[src/rtl/osw_pkg.sv]
// Package: shared constants and types of the oscillator stabilization wait counter.
// Assumes exactly eight marks, so a 3-bit select code covers them all.
package osw_pkg;
    localparam int OSW_STEPS = 8;
    localparam int SEL_W     = 3;
    typedef logic [OSW_STEPS-1:0] osw_stat_t;
    localparam int unsigned OSW_DEF_EXPS [OSW_STEPS] = '{8, 9, 10, 11, 13, 15, 17, 18};
endpackage

[src/rtl/osw_count.sv]
// Module: saturating up-counter of oscillator edges.
// Captures the select code at reset or restart. It counts one per edge until the
// count equals 2^EXPS[select], and then holds. Assumes EXPS is ascending.
module osw_count
    import osw_pkg::*;
#(
    parameter int unsigned EXPS [OSW_STEPS] = OSW_DEF_EXPS,
    localparam int CNT_W = EXPS[OSW_STEPS-1] + 1
) (
    input  logic             osc_clk,
    input  logic             rst_n,
    input  logic             restart_i,
    input  logic [SEL_W-1:0] sel_i,
    output logic [CNT_W-1:0] cnt_nxt_o,
    output logic             step_o,
    output logic [SEL_W-1:0] sel_q_o
);
    logic [CNT_W-1:0] cnt_q;
    logic [CNT_W-1:0] lim_arr [OSW_STEPS];
    logic [CNT_W-1:0] limit;

    // Limit value of each mark
    for (genvar k = 0; k < OSW_STEPS; k++) begin : g_lim
        assign lim_arr[k] = CNT_W'(1) << EXPS[k];
    end

    // Target of the current run and the advance decision
    always_comb begin
        limit     = lim_arr[sel_q_o];
        step_o    = !restart_i && (cnt_q != limit);
        cnt_nxt_o = cnt_q + CNT_W'(1);
    end

    // Count register and select capture; restart wins over increment
    always_ff @(posedge osc_clk) begin
        if (!rst_n || restart_i) begin
            cnt_q   <= '0;
            sel_q_o <= sel_i;
        end else if (step_o) begin
            cnt_q <= cnt_nxt_o;
        end
    end

    AST_NO_OVERFLOW: assert property (@(posedge osc_clk) disable iff (!rst_n)
        cnt_q <= limit);
    AST_RESTART_CLEAR: assert property (@(posedge osc_clk) disable iff (!rst_n)
        restart_i |=> cnt_q == '0);
    AST_SEL_HELD: assert property (@(posedge osc_clk) disable iff (!rst_n)
        !restart_i |=> $stable(sel_q_o));
endmodule

[src/rtl/osw_thermo.sv]
// Module: sticky thermometer status and ready flag.
// Sets status bit 7-k on the edge at which the count reaches mark k, and raises
// ready on the edge at which the selected mark is reached. Assumes eight marks,
// so that the bit of select code s is ~s.
module osw_thermo
    import osw_pkg::*;
#(
    parameter int unsigned EXPS [OSW_STEPS] = OSW_DEF_EXPS,
    localparam int CNT_W = EXPS[OSW_STEPS-1] + 1
) (
    input  logic             osc_clk,
    input  logic             rst_n,
    input  logic             restart_i,
    input  logic             step_i,
    input  logic [CNT_W-1:0] cnt_nxt_i,
    input  logic [SEL_W-1:0] sel_q_i,
    output osw_stat_t        stat_o,
    output logic             ready_o
);
    osw_stat_t        hit_v;
    logic [SEL_W-1:0] tgt_bit;

    // Mark hits of this edge, placed on their status bit positions
    for (genvar k = 0; k < OSW_STEPS; k++) begin : g_hit
        assign hit_v[OSW_STEPS-1-k] = step_i && (cnt_nxt_i == (CNT_W'(1) << EXPS[k]));
    end

    // Status bit position of the selected mark
    assign tgt_bit = ~sel_q_i;

    // Sticky status bits and ready flag
    always_ff @(posedge osc_clk) begin
        if (!rst_n || restart_i) begin
            stat_o  <= '0;
            ready_o <= 1'b0;
        end else begin
            stat_o  <= stat_o | hit_v;
            ready_o <= ready_o | hit_v[tgt_bit];
        end
    end

    AST_THERMO_CODE: assert property (@(posedge osc_clk) disable iff (!rst_n)
        stat_o == osw_stat_t'({OSW_STEPS{1'b1}} << (OSW_STEPS - $countones(stat_o))));
    AST_STICKY: assert property (@(posedge osc_clk) disable iff (!rst_n)
        !restart_i |=> (stat_o & $past(stat_o)) == $past(stat_o));
    AST_NO_BEYOND: assert property (@(posedge osc_clk) disable iff (!rst_n)
        (stat_o & ((osw_stat_t'(1) << tgt_bit) - osw_stat_t'(1))) == '0);
    AST_READY_MATCH: assert property (@(posedge osc_clk) disable iff (!rst_n)
        ready_o == stat_o[tgt_bit]);
    AST_CLEAR_ON_RESTART: assert property (@(posedge osc_clk) disable iff (!rst_n)
        restart_i |=> (stat_o == '0) && !ready_o);
endmodule

[src/rtl/osw_wait_counter.sv]
// Module: top of the oscillator stabilization wait counter.
// Joins the saturating counter to the thermometer status stage. Everything runs
// on the oscillator clock, so time before the first oscillator edge is not counted.
module osw_wait_counter
    import osw_pkg::*;
#(
    parameter int unsigned EXPS [OSW_STEPS] = OSW_DEF_EXPS,
    localparam int CNT_W = EXPS[OSW_STEPS-1] + 1
) (
    input  logic             osc_clk,
    input  logic             rst_n,
    input  logic             restart_i,
    input  logic [SEL_W-1:0] sel_i,
    output logic [OSW_STEPS-1:0] stat_o,
    output logic             ready_o
);
    logic [CNT_W-1:0] cnt_nxt;
    logic             step;
    logic [SEL_W-1:0] sel_q;

    osw_count #(.EXPS(EXPS)) u_count (
        .osc_clk   (osc_clk),
        .rst_n     (rst_n),
        .restart_i (restart_i),
        .sel_i     (sel_i),
        .cnt_nxt_o (cnt_nxt),
        .step_o    (step),
        .sel_q_o   (sel_q)
    );

    osw_thermo #(.EXPS(EXPS)) u_thermo (
        .osc_clk   (osc_clk),
        .rst_n     (rst_n),
        .restart_i (restart_i),
        .step_i    (step),
        .cnt_nxt_i (cnt_nxt),
        .sel_q_i   (sel_q),
        .stat_o    (stat_o),
        .ready_o   (ready_o)
    );

    AST_READY_HOLD: assert property (@(posedge osc_clk) disable iff (!rst_n)
        (ready_o && !restart_i) |=> ready_o);
endmodule

[config.mk]
export PLATFORM = sky130hd
export DESIGN_NAME = osw_wait_counter
export DESIGN_NICKNAME = d
export VERILOG_FILES = /design/src/rtl/osw_pkg.sv /design/src/rtl/osw_count.sv /design/src/rtl/osw_thermo.sv /design/src/rtl/osw_wait_counter.sv
export SDC_FILE = /design/constraint.sdc
export NUM_CORES = 1
export LEC_CHECK = 0
export ABC_CLOCK_PERIOD_IN_PS = 4000
export BUFFER_PORTS_ARGS = -buffer_cell sky130_fd_sc_hd__buf_2
export CORE_MARGIN = 4
export CORE_UTILIZATION = 53
export DETAILED_ROUTE_END_ITERATION = 10
export PLACE_DENSITY_LB_ADDON = 0.1
export SYNTH_ARGS = -nofsm -noshare
export SYNTH_HDL_FRONTEND = slang
export SYNTH_HIERARCHICAL = 1
export SYNTH_SLANG_ARGS = --single-unit
[constraint.sdc]
create_clock -name osc_clk -period 4 [get_ports osc_clk]
set_clock_uncertainty 0.1 [all_clocks]
set_input_delay 0 -clock osc_clk [delete_from_list [all_inputs] [get_ports osc_clk]]
set_output_delay 0 -clock osc_clk [all_outputs]
set_load 0.01 [all_outputs]
==> summary.md <==
| Metric | Value |
|---|---|
| Hold_ws | `0.0501 ns` |
| Die area | `around 4400 um^2` |
| Worst IR Drop VDD | `0.187 mV` |
| Mux contribution to synthesized area | `0.0227` |
| Pins Over Slew Limit | `0` |
| Fmax | `0.339 GHz` |
| Most common cell after layout, fill and taps aside | `dfxtp_1` |
| Minimum clock period | `2.95 ns` |
| GP Congestion | `0.890` |
| CP Class | `register to register` |
| Post-synth EDFFs | `3` |
| CTS max path bufs | `2` |
| Post-synth net total | `211` |
| Core area | `around 3300 um^2` |
| Crit path max-delay family | `simple AND/OR/NAND/NOR gates` |
| Synth Area in Adders | `0.0138` |
| Synth Area in Simple Gates | `0.365` |
| Final net count | `230` |
| Max-slew headroom | `0.579` |
| Status | `finished clean` |
| Ports | `15` |
| Cells after synthesis | `203` |
| Main synth FF type | `dfxtp_1` |
| Initial antenna violation count | `0` |
| Setup TNS | `0 ns` |
| Worst Hold Class | `input pin to register` |
| Die X | `between 60 and 70 um` |
| ANT cells | `0` |
| Register area share after synthesis | `0.358` |
| Share of cells above drive strength 1 | `0.161` |
| XOR/XNOR Fraction of Synth Area | `0.0818` |
| Initial core utilization | `0.545` |
| Unique masters post-synth | `56` |
| CP Cell Sequence | `and4_2, nand2_1, nor4_1, xor2_1, or4_1, nor3_2, a311oi_1, a22oi_1` |
| Pwr per Cell Area | `between 200 and 300 nW/um^2` |
| Synth-to-layout area growth | `9.63%` |
| Post-DR wirelength/cell | `15.4 um` |
| First DRT Iteration DRCs | `117` |
| Die height | `66.6 um` |
| Vias | `1568` |
| Clk sinks | `31` |
| Max-cap viol count | `0` |
| CTS Buf Count | `5` |
| Flops & latches, synth | `31` |
| Clk Latency, worst-skew pair | `0.33 ns` |
| Vias per inst | `5.83` |
| Std cell rows | `21` |
| Slowest-stage cell, CP | `or4_1` |
| Share of flip-flops with an asynchronous set or reset | `0` |
| Final WL | `4150 um` |
| Buf+Inv Stages, Crit Path | `0` |
| Synthesized area per cell | `8.96 um^2` |
| Residual DRC | `0` |
| Measured slew at the worst slew-check pin | `about 0.63 ns` |
| Fin. Hold Viols | `0` |
| CP required | `4.15 ns` |
| WP data arrival | `between 3 and 4 ns` |
| Vias in the first global route | `about 1400` |
| Buffers on Ports | `14` |
| Ys Warns | `6` |
| GRT Util Overall | `0.208` |
| H-tree depth | `2` |
| CTS tree | `yes` |
| Worst-path clk slew | `0.09 ns` |
| Worst-path fanout max | `6` |
| FF-to-FF setup slack | `~1.0 ns` |
| Post-DRT Antenna Nets | `0` |
| RSZ-0062 raised after global routing | `false` |
| Period utilization | `0.738` |
| Largest family of logic cells by synthesized area | `simple AND/OR/NAND/NOR gates` |
| Drt pass-1 iters | `4` |
| Most frequent cells in the layout | `dfxtp_1 (28), nor2_1 (23), buf_2 (14)` |
| Mapped Area | `1820 um^2` |
| Post-DP HPWL | `3040 um` |
| First-pass GRT wire length | `6990 um` |
| Static leakage | `~0.8 nW` |
| Gr ovfl total | `0` |
| Synth Area in Compound Gates | `0.126` |
| Final setup viols | `0` |
| CP Launch Type | `register` |
| Clock Tree Root | `clkbuf_4` |
| CP max stage delay | `0.54 ns` |
| CP endpoint kind | `register` |
| Largest net degree at the start of global routing | `15` |
## tightest hold or removal path: cells and delay by family
family | cells | cell delay, ns
and+or+nand+nor | 1 | 0.24
buffers and inverters | 1 | 0.11
AOI/OAI and AO/OA | 1 | 0.07
## power breakdown
group / internal, W / switching [W]
combinational: 0.0000280 / 0.0000353
sequential: 0.000318 / 0.0000118
clock: 0.0000649 / 0.0000993
## layout make-up
| class | count | area, um^2 |
|---|---|---|
| fillers | 320 | 1340 |
| flip-flops and latches | 31 | 651 |
| multi-input cells | 159 | 1110 |
| repair buffers | 17 | 100 |
| well taps | 46 | 57.6 |
| clock inverters | 2 | 7.51 |
| inverters | 8 | 30.0 |
| clock buffers | 6 | 41.3 |
## what timing repair did
item | 4_1_cts | 5_1_grt
buffers inserted | 0 | 0
hold buffers | 3 | 0
hold endpoints to repair | 3 | 0
resized for setup | 0 | 0
## registers in the layout, indices dropped and copies added (netlist names)
name	count
u_count/sel_q_o	3
u_thermo/stat_o	8
u_thermo/ready_o	1
u_count/cnt_q	19
## cell usage after synthesis (3+ instances only)
cell,number,area [um^2]
nand4_1,4,25.0
a21oi_1,6,30.0
mux2i_1,3,30.0
or4_1,3,22.5
nor4_1,6,37.5
nand3_1,5,25.0
and4_1,3,26.3
o21ai_0,3,15.0
nand3b_1,3,22.5
nor2b_1,12,75.1
xor2_1,10,87.6
a31oi_1,9,56.3
nand2_1,10,37.5
xnor2_1,7,61.3
nand2b_1,3,18.8
edfxtp_1,3,90.1
and2_1,9,56.3
inv_1,8,30.0
dfxtp_1,28,561
nor2_1,23,86.3
## path summary, 6_finish.rpt
path | from | endpoint | depth (start not counted)
worst min register to register | u_thermo/stat_o[3] | u_thermo/stat_o[3] | 2
worst max register to register | u_count/cnt_q[6] | u_thermo/ready_o | 8
worst min-delay path | rst_n | u_count/cnt_q[2] | 3
worst max-delay path | u_count/cnt_q[6] | u_thermo/ready_o | 8
## logic make-up after synthesis
kind of cell	after synthesis
adder cells (fa/ha/maj)	2
XOR/XNOR	17
multiplexers	4
AND/OR/NAND/NOR	104
flip-flops	31
buffers and inverters	13
AO/OA/AOI/OAI	32
## routing by layer
metal,GRT usage,vias to the layer above,share of wire
met2,0.312,60,0.45
met4,0.0635,0,0.014
li1,-,776,-
met1,0.291,724,0.46
met3,0.0506,8,0.071
met5,0,-,0
## stage by stage
stage / instance area [um^2] / setup slack (ns) / power, W / utilization / std cells
3_3_place_gp: 1920 / 1.20 / 0.000395 / 0.574 / 258
2_1_floorplan: 1820 / 1.40 / 0.000381 / - / 203
4_1_cts: 1990 / 1.09 / 0.000563 / 0.598 / 269
6_report: 1990 / 1.05 / 0.000558 / 0.598 / 269
3_5_place_dp: 1920 / 1.13 / 0.000397 / 0.574 / 258
5_1_grt: 1990 / 0.816 / 0.000591 / 0.598 / 269
Note: power is estimated with default switching activity, not from simulation.
